<file path="src/rtl/xpt_ctrl_regs.sv">
module xpt_ctrl_regs #(
  parameter logic [3:0] ADDR_HI = 4'b1001,
  parameter int SYNC_STAGES = 2
) (
  input  logic       clk,
  input  logic       rst_n,
  input  logic       scl_in,
  input  logic       sda_in,
  input  logic [2:0] strap,
  output logic       sda_pull,
  output logic [7:0] in_sel,
  output logic [3:0] gain_unity,
  output logic [1:0] clamp_en,
  output logic [1:0] aux,
  output logic [3:0] out_en,
  output logic       bus_off
);

  typedef enum logic [1:0] {PH_IDLE, PH_ADDR, PH_SUB, PH_DATA} phase_t;

  logic [SYNC_STAGES-1:0] scl_sr, sda_sr;
  logic scl_q, sda_q, scl_s, sda_s;
  logic start_c, stop_c, rise, fall;
  logic [7:0] my_addr;

  phase_t     phase;
  logic [3:0] bitcnt;
  logic [7:0] shreg;
  logic [1:0] ptr;
  logic [7:0] sw_r, gco_r, oen_r;
  logic       ack;

  always_ff @(posedge clk or negedge rst_n) begin
    if (!rst_n) begin
      scl_sr <= '1;
      sda_sr <= '1;
      scl_q  <= 1'b1;
      sda_q  <= 1'b1;
    end else begin
      scl_sr <= {scl_sr[SYNC_STAGES-2:0], scl_in};
      sda_sr <= {sda_sr[SYNC_STAGES-2:0], sda_in};
      scl_q  <= scl_s;
      sda_q  <= sda_s;
    end
  end

  assign scl_s   = scl_sr[SYNC_STAGES-1];
  assign sda_s   = sda_sr[SYNC_STAGES-1];
  assign start_c = scl_s & scl_q & sda_q & ~sda_s;
  assign stop_c  = scl_s & scl_q & ~sda_q & sda_s;
  assign rise    = scl_s & ~scl_q;
  assign fall    = ~scl_s & scl_q;
  assign my_addr = {ADDR_HI, strap, 1'b0};
  assign bus_off = &strap;

  always_ff @(posedge clk or negedge rst_n) begin
    if (!rst_n) begin
      phase  <= PH_IDLE;
      bitcnt <= 4'd0;
      shreg  <= 8'h00;
      ptr    <= 2'd0;
      ack    <= 1'b0;
      sw_r   <= 8'h00;
      gco_r  <= 8'h00;
      oen_r  <= 8'h00;
    end else if (bus_off) begin
      phase  <= PH_IDLE;
      bitcnt <= 4'd0;
      ack    <= 1'b0;
    end else if (start_c) begin
      phase  <= PH_ADDR;
      bitcnt <= 4'd0;
      ack    <= 1'b0;
    end else if (stop_c) begin
      phase  <= PH_IDLE;
      bitcnt <= 4'd0;
      ack    <= 1'b0;
    end else if (phase != PH_IDLE) begin
      if (rise && bitcnt < 4'd8) begin
        shreg  <= {shreg[6:0], sda_s};
        bitcnt <= bitcnt + 4'd1;
      end else if (fall && bitcnt == 4'd8) begin
        bitcnt <= 4'd9;
        case (phase)
          PH_ADDR: begin
            if (shreg == my_addr) ack <= 1'b1;
            else phase <= PH_IDLE;
          end
          PH_SUB: begin
            ack <= 1'b1;
            ptr <= (shreg[1:0] == 2'b11) ? 2'd0 : shreg[1:0];
          end
          default: begin
            ack <= 1'b1;
            case (ptr)
              2'd0:    sw_r  <= shreg;
              2'd1:    gco_r <= shreg;
              default: oen_r <= shreg;
            endcase
            ptr <= (ptr == 2'd2) ? 2'd0 : ptr + 2'd1;
          end
        endcase
      end else if (fall && bitcnt == 4'd9) begin
        ack    <= 1'b0;
        bitcnt <= 4'd0;
        if (phase == PH_ADDR) phase <= PH_SUB;
        else if (phase == PH_SUB) phase <= PH_DATA;
      end
    end
  end

  assign sda_pull   = ack;
  assign in_sel     = sw_r;
  assign gain_unity = gco_r[7:4];
  assign clamp_en   = ~gco_r[3:2];
  assign aux        = gco_r[1:0];
  assign out_en     = oen_r[3:0];

endmodule

</file>
<file path="config.mk">
export PLATFORM = sky130hd
export DESIGN_NAME = xpt_ctrl_regs
export DESIGN_NICKNAME = d
export VERILOG_FILES = /design/src/rtl/xpt_ctrl_regs.sv
export SDC_FILE = /design/constraint.sdc
export NUM_CORES = 1
export LEC_CHECK = 0
export BUFFER_PORTS_ARGS = -buffer_cell sky130_fd_sc_hd__buf_2
export CORE_UTILIZATION = 45
export CTS_CLUSTER_SIZE = 25
export DETAILED_ROUTE_END_ITERATION = 12
export PLACE_DENSITY = 0.69
export REMOVE_ABC_BUFFERS = 1
export SYNTH_ARGS = -nofsm -noshare
export SYNTH_HDL_FRONTEND = slang
export SYNTH_SLANG_ARGS = --single-unit
</file>
<file path="constraint.sdc">
create_clock -name clk -period 2.65 [get_ports clk]
set_clock_uncertainty 0.05 [all_clocks]
set_input_delay 0.53 -clock clk [delete_from_list [all_inputs] [get_ports clk]]
set_output_delay 0.53 -clock clk [all_outputs]
set_load 0.05 [all_outputs]
</file>
==> metrics.csv <==
metric;value;unit
initial_utilization;47.2;%
synth_mux_area_share;18.3;%
r2r_cells;6;
r2r_start;bitcnt[0];
synth_top_area_share;44.4;%
area_growth;12.1;%
io_pins;29;
dr.pass1.iters;4;
hp-class;in2reg;
cts_hold_buf;0;
maxSlewHeadroom;37.4;%
cts_resized;0;
ys_ff_latch;43;
cp-start-kind;register;
synthXorXnorAreaFrac;1.68;%
setup_ws;414;ps
numCtsBuffers;5;
holdPathEnd;scl_sr[0];
io_buffers;28;
tns;0;ps
r2r-end;bitcnt[0];
cp-end-kind;register;
maxCapViolations;0;
grt_pass1_vias;1329;
max_slew.worst_pin.slew;939;ps
cts_sinks;43;
cp_data_arrival_time;2360;ps
cellLeakagePower;0.00115;µW
synth.area.top_cells;dfrtp_1 (44%), mux2_2 (17%), dfstp_2 (7.6%);
synth_area;2080;µm²
post-place-ws;391;ps
hp-start;scl_in;
worst_hold_path.num_cells;1;
grt_start_max_net_pins;44;
antenna_found_initial;0;
diodes;0;
dieArea;4910;µm²
synth_area_per_cell;13.3;µm²
fp-row-count;24;
avgRoutedWirePerCell;15.3;µm
chipWidth;70.0;µm
gr-usage-all-layers;16.8;%
status;completed;
drtIter0Drc;86;
synth-compound-area-share;6.13;%
layout_common_cells;dfrtp_1 (37), mux2_2 (32), buf_2 (28), inv_1 (8);
fin_crit_sh;84.4;%
postCtsSetupBuffers;0;
power_density;652;nW/µm²
overflow;0;
crit_type;reg2reg;
nFillCells;391;
finalSetupViolations;0;
whs;288;ps
die_y;70.0;µm
drive_gt1_share;45.2;%
drc_errors;0;
clk_path_buf_depth;2;
synthAdderAreaFrac;3.60;%
rsz0062_at_grt;no;
drt-total-wl;3670;µm
core;4410;µm²
synth.distinct_cells;44;
syn_inst;157;
synth_top_family_by_area;multiplexers;
ff2ff_setup_slack;410;ps
min_period;2240;ps
max_freq;0.447;GHz
slew_viol_final;0;
grt_pass1_wl;6400;µm
vias;1305;
finalHoldViolations;0;
ir_drop;403;µV
async_flop_share;100;%
nets;200;
fin_cells;240;
detail-route-antenna-nets;0;
mostFrequentLayoutCell;dfrtp_1;
clk_latency;290;ps
synth-edff-count;0;
place_congestion;0.828;
synth_ff_type;dfrtp_1;
path_clk_slew;80;ps
cp_max_fo;6;
synth_warnings;0;
cts-htree-levels;2;
post-place-cells;232;
cp.required;2780;ps
ys_seq_area_share;52.0;%
yosys.area.top_type;dfrtp_1;
hpwl;2660;µm
cts_root_buf;clkbuf_8;
cts_tree;done;
via_per_inst;5.44;
synth_simple_gate_area_share;14.3;%
[synth_stat cells, types with 2 or more instances]
cell,n
mux2_2,32
dfstp_2,6
nand2b_1,3
nor3_1,3
inv_1,8
o32ai_1,2
a21oi_1,2
nand2_1,5
buf_4,7
and2_1,4
xor2_1,3
nor2_1,4
ha_1,6
nor4_4,2
nand4_1,2
nand3b_1,3
dfrtp_1,37
nand3_1,2
[flip-flops by register name, indices dropped and copies added, names as in the netlist]
signal and cells:
in_sel 8, shreg 8, ptr 2, bitcnt 4
scl_q 1, scl_sr 2, sda_q 1, gco_r 8
oen_r 4, sda_sr 2, sda_pull 1, phase 2
[layer usage]
| metal | routed length, µm | share of wire [%] | vias up | GRT usage (%) |
|---|---|---|---|---|
| li1 | - | - | 627 | - |
| met1 | 1730 | 47 | 633 | 22.5 |
| met2 | 1700 | 46 | 39 | 26.3 |
| met3 | 186 | 5.1 | 6 | 4.91 |
| met4 | 55 | 1.5 | 0 | 5.56 |
| met5 | 0 | 0 | - | 0 |
[cells by family after synthesis]
logic type	Yosys count
DFF	43
and+or+nand+nor	39
muxes	34
AOI/OAI and AO/OA	16
buffers and inverters	15
adders and majority gates	6
xor gates and xnor gates	4
[final cells by class]
class                           instances  area, µm²  area share [%]
Clock buffer                            6       72.6            3.11
Multi-Input combinational cell         99        917            39.3
Tap cell                               52       65.1            2.79
Clock inverter                          2       12.5           0.536
Timing Repair Buffer                   30        155            6.64
Inverter                                8       30.0            1.29
Sequential cell                        43       1080            46.4
[power breakdown]
part / switching (µW) / internal [µW]
clock: 206 / 184
combinational: 165 / 144
sequential: 98.9 / 724
[per-stage QoR]
stage | util (%) | area (µm²) | total power (µW)
finish | 52.9 | 2340 | 1520
global route | 52.9 | 2340 | 1610
CTS | 52.9 | 2340 | 1550
detailed placement | 51.0 | 2250 | 1140
global placement | 51.0 | 2250 | 1130
floorplan | - | 2030 | 1030
[worst max-delay path by stage]
stage               slack (ps)         to      start  cells after the start
floorplan                  470  bitcnt[0]   phase[0]                      6
CTS                        420  bitcnt[0]  bitcnt[0]                      6
global route               270  bitcnt[3]  bitcnt[0]                      6
global placement           470  in_sel[4]   strap[1]                      5
finish                     410  bitcnt[0]  bitcnt[0]                      6
detailed placement         390  in_sel[6]   strap[1]                      5
[worst max-delay path: stages, from the launching register on]
cell and delay, ps:
dfrtp_1 440, inv_1 60, ha_1 270, o21ba_2 240
and2_1 190, nor3_1 460, mux2_2 400
No activity file was read; power rests on OpenSTA's default activity.
